## src/rtl/sar_pkg.sv

```systemverilog
package sar_pkg;

  typedef enum logic [1:0] {
    PH_IDLE = 2'd0,
    PH_RUN  = 2'd1,
    PH_DONE = 2'd2
  } sar_phase_e;

endpackage

```

## src/rtl/sar_rst_sync.sv

```systemverilog
module sar_rst_sync #(
  parameter int STAGES = 2
) (
  input  logic clk,
  input  logic arst_n,
  output logic srst_n
);

  logic [STAGES-1:0] shift_q;

  always_ff @(posedge clk or negedge arst_n) begin
    if (!arst_n) begin
      shift_q <= '0;
    end else begin
      shift_q <= {shift_q[STAGES-2:0], 1'b1};
    end
  end

  assign srst_n = shift_q[STAGES-1];

endmodule

```

## src/rtl/sar_seq.sv

```systemverilog
module sar_seq
  import sar_pkg::*;
#(
  parameter int W = 8
) (
  input  logic         clk,
  input  logic         rst_n,
  input  logic         start_n,
  input  logic         cmp_gt,
  output logic [W-1:0] trial,
  output logic         done_n,
  output logic         load,
  output logic [W-1:0] final_code
);

  localparam int          IW   = $clog2(W);
  localparam logic [W-1:0] INIT = {1'b0, {(W-1){1'b1}}};
  localparam logic [IW-1:0] TOP = IW'(W-1);

  sar_phase_e    ph_q, ph_d;
  logic [W-1:0]  code_q, code_d;
  logic [IW-1:0] idx_q, idx_d;
  logic          done_q, done_d;
  logic          step_en;

  assign step_en = !start_n || (ph_q == PH_RUN);

  always_comb begin
    code_d = code_q;
    idx_d  = idx_q;
    ph_d   = ph_q;
    done_d = done_q;
    load   = 1'b0;
    if (!start_n) begin
      code_d = INIT;
      idx_d  = TOP;
      ph_d   = PH_RUN;
      done_d = 1'b1;
    end else if (ph_q == PH_RUN) begin
      code_d[idx_q] = cmp_gt;
      if (idx_q != '0) begin
        code_d[idx_q - 1'b1] = 1'b0;
        idx_d = idx_q - 1'b1;
      end else begin
        ph_d   = PH_DONE;
        done_d = 1'b0;
        load   = 1'b1;
      end
    end
  end

  always_ff @(posedge clk or negedge rst_n) begin
    if (!rst_n) begin
      code_q <= '0;
      idx_q  <= '0;
      ph_q   <= PH_IDLE;
      done_q <= 1'b1;
    end else if (step_en) begin
      code_q <= code_d;
      idx_q  <= idx_d;
      ph_q   <= ph_d;
      done_q <= done_d;
    end
  end

  assign trial      = code_q;
  assign done_n     = done_q;
  assign final_code = code_d;

  AST_INIT_ON_START: assert property (@(posedge clk) disable iff (!rst_n)
    !start_n |=> (trial == INIT && done_n));

  AST_CC_RISE_INIT: assert property (@(posedge clk) disable iff (!rst_n)
    $rose(done_n) |-> (trial == INIT));

  AST_DONE_HOLD: assert property (@(posedge clk) disable iff (!rst_n)
    (ph_q == PH_DONE && start_n) |=> ($stable(trial) && !done_n));

  AST_STEP_NARROW: assert property (@(posedge clk) disable iff (!rst_n)
    (ph_q == PH_RUN && start_n && idx_q != '0) |=> ($countones(trial ^ $past(trial)) <= 2));

endmodule

```

## src/rtl/sar_capture.sv

```systemverilog
module sar_capture #(
  parameter int W = 8
) (
  input  logic         clk,
  input  logic         rst_n,
  input  logic         load,
  input  logic [W-1:0] code_in,
  output logic [W-1:0] result,
  output logic         valid
);

  logic [W-1:0] res_q;
  logic         vld_q;

  always_ff @(posedge clk or negedge rst_n) begin
    if (!rst_n) begin
      res_q <= '0;
      vld_q <= 1'b0;
    end else begin
      vld_q <= load;
      if (load) begin
        res_q <= code_in;
      end
    end
  end

  assign result = res_q;
  assign valid  = vld_q;

  AST_VALID_PULSE: assert property (@(posedge clk) disable iff (!rst_n)
    valid |=> !valid);

  AST_RESULT_HOLD: assert property (@(posedge clk) disable iff (!rst_n)
    !valid |-> $stable(result));

endmodule

```

## src/rtl/sar_adc_ctrl.sv

```systemverilog
module sar_adc_ctrl #(
  parameter int W = 8
) (
  input  logic         clk,
  input  logic         rst_n,
  input  logic         start_n,
  input  logic         cmp_gt,
  output logic [W-1:0] trial_code,
  output logic         conv_done_n,
  output logic [W-1:0] result,
  output logic         result_valid
);

  logic         srst_n;
  logic         load;
  logic [W-1:0] final_code;

  sar_rst_sync #(.STAGES(2)) u_rst (
    .clk    (clk),
    .arst_n (rst_n),
    .srst_n (srst_n)
  );

  sar_seq #(.W(W)) u_seq (
    .clk        (clk),
    .rst_n      (srst_n),
    .start_n    (start_n),
    .cmp_gt     (cmp_gt),
    .trial      (trial_code),
    .done_n     (conv_done_n),
    .load       (load),
    .final_code (final_code)
  );

  sar_capture #(.W(W)) u_cap (
    .clk     (clk),
    .rst_n   (srst_n),
    .load    (load),
    .code_in (final_code),
    .result  (result),
    .valid   (result_valid)
  );

  AST_CC_FALL_VALID: assert property (@(posedge clk) disable iff (!srst_n)
    $fell(conv_done_n) |-> result_valid);

  AST_VALID_WITH_DONE: assert property (@(posedge clk) disable iff (!srst_n)
    result_valid |-> (!conv_done_n && result == trial_code));

endmodule

```

## config.mk

```make
export PLATFORM = sky130hd
export DESIGN_NAME = sar_adc_ctrl
export DESIGN_NICKNAME = d
export VERILOG_FILES = /design/src/rtl/sar_pkg.sv /design/src/rtl/sar_rst_sync.sv /design/src/rtl/sar_seq.sv /design/src/rtl/sar_capture.sv /design/src/rtl/sar_adc_ctrl.sv
export SDC_FILE = /design/constraint.sdc
export NUM_CORES = 1
export LEC_CHECK = 0
export ABC_AREA = 1
export BUFFER_PORTS_ARGS = -buffer_cell sky130_fd_sc_hd__buf_2
export CORE_UTILIZATION = 49
export CTS_CLUSTER_DIAMETER = 100
export DETAILED_ROUTE_END_ITERATION = 10
export GPL_ROUTABILITY_DRIVEN = 0
export PLACE_DENSITY = 0.74
export SYNTH_ARGS = -nofsm -noshare
export SYNTH_HDL_FRONTEND = slang
export SYNTH_SLANG_ARGS = --single-unit
```

## constraint.sdc

```tcl
create_clock -name clk -period 0.8 [get_ports clk]
set_input_delay 0.08 -clock clk [delete_from_list [all_inputs] [get_ports clk]]
set_output_delay 0.08 -clock clk [all_outputs]
set_load 0.01 [all_outputs]
```

==> impl_metrics.csv <==
group,metric,value,unit
critical_path,worstPathMaxFanout,4,
critical_path,crit_arrival,1.57,ns
layout,nets,224,
sta,skew,0.002776,ns
critical_path,cp_slowest_cell,"dfrtp_1",
clocking,htree_num_levels,1,
placed_design,placed_cell_area,0.001622,mm2
detailed_routing,wirelength,3770,um
global_route,grt_usage,0.2893,
layout,drive_gt1_frac,0.5346,
sta,finalCriticalPeriod,1.352,ns
global_route,grt_max_degree,24,
placed_design,place_ws,-0.5451,ns
floorplanning,io_pins,22,
worst_hold_path,hold_class,"input pin to async pin",
floorplanning,rows,18,
yosys,avgSynthCellArea,8.442,um2
floorplanning,die_y,53.51,um
pwr,seqPwrFrac,0.420,
placed_design,dp_hpwl,2243,um
critical_path,cp-end-kind,"flip-flop",
run,maxCapViolations,0,
yosys,synth_top_family_by_area,"simple AND/OR/NAND/NOR gates",
sta,setup_ws,-0.5516,ns
pwr,vdd_drop_max,1424,uV
sta,finalSetupTns,-13.18,ns
global_route,grt_pass1_wl,5837,um
pwr,p_switching,1375,uW
critical_path,crit_type,"flip-flop to flip-flop",
sta,rsz0062_at_grt,"yes",
yosys,synthAdderAreaFrac,0.01925,
detailed_routing,drtIter0Drc,40,
yosys,synthFlopType,"dfrtp_1",
detailed_routing,drc_errors,0,
detailed_routing,avgRoutedWirePerCell,15.26,um
clocking,cts-root-buf,"clkbuf_4",
layout,fillers,156,
floorplanning,initial_utilization,0.5200,
status,violations,"negative setup slack",
pwr,total_power,3787,uW
clocking,clock-sinks,25,
yosys,netlist_area,0.001300,mm2
global_route,grt_pass1_vias,1313,
pwr,switching_share,0.3631,
sta,fmax,739.9,MHz
critical_path,crit_path_start_kind,"flip-flop",
detailed_routing,viasPerCell,5.417,
yosys,synth.area.mux_share,0,
floorplanning,core,0.002500,mm2
yosys,yosysWarnings,0,
yosys,synth_compound_area_frac,0.1367,
pwr,leakage,0.001026,uW
critical_path,path_cells,"inv_2 -> ha_4 -> inv_2 -> nand2_2 -> nand2_4 -> inv_4 -> nand2_2 -> o21ai_2 -> a21boi_2",
yosys,synth_edf_count,0,
global_route,grt-ovfl-total,0,
yosys,ys_seq_elements,25,
floorplanning,die_area,0.002863,mm2
sta,hold_violations,0,
layout,syn2layout_area_growth,55.63,%
yosys,synth-seq-area-share,0.4822,
pwr,p_clk_frac,0.152,
floorplanning,chipWidth,53.51,um
detailed_routing,ant_nets,0,
status,status,"finished with violations",
clocking,numCtsBuffers,3,
yosys,synthXorXnorAreaFrac,0,
detailed_routing,vias,1338,
yosys,yosysUniqueCellTypes,25,
placed_design,portBuffers,21,
layout,diodes,0,
sta,drv_slew,0,
clocking,cts_tree,"done",
clocking,cts_buffer_depth,2,
critical_path,critPathRequiredTime,1.02,ns
detailed_routing,dr.pass1.iters,4,
yosys,synthArstFlopShare,1.000,
sta,fin_crit_sh,1.689,
pwr,comb_power_share,0.428,
yosys,syn-num-nets,160,
sta,setup-violations-final,41,
pwr,p_int,2412,uW
critical_path,slowest_delay,0.42,ns
pwr,power_density,1872,mW/mm2
layout,fin_area,0.002023,mm2
clocking,clkLatencyLatePin,0.31,ns
yosys,synth-simple-area-share,0.2743,
global_route,antenna_found_initial,0,
yosys,synthCells,154,
clocking,clk_pin_slew,0.14,ns
[layer usage]
layer	vias to the layer above	GRT usage	share of wire
met1	642	0.3399	0.41
met4	0	0.1360	0.025
met2	52	0.5083	0.52
met3	10	0.04598	0.045
li1	634	-	-
met5	-	0	0
[cell usage in the layout (no fill, tap or decap), types with 4 or more instances in the layout]
master	instances
a21boi_1	4
a21oi_1	4
buf_2	15
buf_4	30
buf_6	12
dfrtp_1	23
inv_1	10
inv_2	8
nand2_1	35
nand2_2	7
nand3_1	6
nand4_1	8
nor2_4	4
o21ai_1	6
o21ai_2	10
[worst paths after layout]
| check | from | slack (ns) | depth (start not counted) | end |
|---|---|---|---|---|
| setup / recovery | u_seq.idx_q[1] | -0.55 | 9 | u_seq.trial[3] |
| hold / removal | rst_n | 0.07 | 2 | u_rst.shift_q[1] |
| setup reg to reg | u_seq.idx_q[1] | -0.55 | 9 | u_seq.trial[3] |
| hold reg to reg | u_rst.shift_q[1] | 0.21 | 1 | u_cap.result[7] |
| max in group asynchronous | u_rst.shift_q[1] | 0.37 | 1 | u_seq.done_n |
| min in group clk | start_n | 0.12 | 4 | u_seq.trial[1] |
[what timing repair did]
item | 4_1_cts | 5_1_grt
setup endpoints to repair | 41 | 41
pin swaps | 20 | 13
endpoints found under the hold margin | 3 | 0
gates resized for setup | 39 | 15
setup buffers | 16 | 5
hold buffers | 2 | 0
[Yosys cell counts (2+ instances only)]
library cell,n,area [um2]
a21boi_1,5,37.54
a21oi_1,6,30.03
dfrtp_1,24,600.6
ha_1,2,25.02
inv_1,12,45.04
inv_2,9,33.78
nand2_1,40,150.1
nand2_2,4,25.02
nand2_4,2,22.52
nand3_1,10,50.05
nand4_1,8,50.05
nor2_4,4,45.04
o21ai_0,3,15.01
o21ai_1,14,70.07
[registers in the layout (all words and copies together), names as in the netlist]
name	count
u_seq.ph_q	2
u_seq.idx_q	3
u_seq.done_n	1
u_cap.result	8
u_rst.shift_q	2
u_cap.valid	1
u_seq.trial	8
[per-stage QoR]
step,hold WS [ns],util,instances
after floorplan,-0.2156,-,154
after global placement,-0.1351,0.6486,222
after detailed placement,-0.1339,0.6486,222
after CTS,0.05993,0.7718,243
after global routing,0.06576,0.8093,247
final,0.06615,0.8093,247
[logic make-up after synthesis]
kind of cell	Yosys count
adder cells (fa/ha/maj)	2
other	1
flip-flops	25
buffers and inverters	25
AND/OR/NAND/NOR	70
AO/OA/AOI/OAI	31
[worst max-delay path, delay by kind of cell, from the launching register on]
family / cells / cell delay [ns]
flip-flops: 1 / 0.42
AO/OA/AOI/OAI: 2 / 0.24
buffers and inverters: 3 / 0.23
AND/OR/NAND/NOR: 3 / 0.20
adder cells (fa/ha/maj): 1 / 0.16
[power by group through the flow]
stage               clock network, uW  registers (uW)  logic [uW]
floorplan                           0            1690         567
global placement                    0            1600        1060
detailed placement                  0            1610        1090
CTS                               585            1570        1430
global route                      631            1620        1770
finish                            576            1590        1620
[cell type report]
class / instances / area [um2] / share of cell area
multi-input cells: 104 / 732.0 / 0.3618
well taps: 30 / 37.54 / 0.01855
repair buffers: 61 / 495.5 / 0.2449
clock buffers: 4 / 26.28 / 0.01299
inverters: 23 / 103.9 / 0.05133
flip-flops and latches: 25 / 628.1 / 0.3105
(Power assumes the default switching activity.)
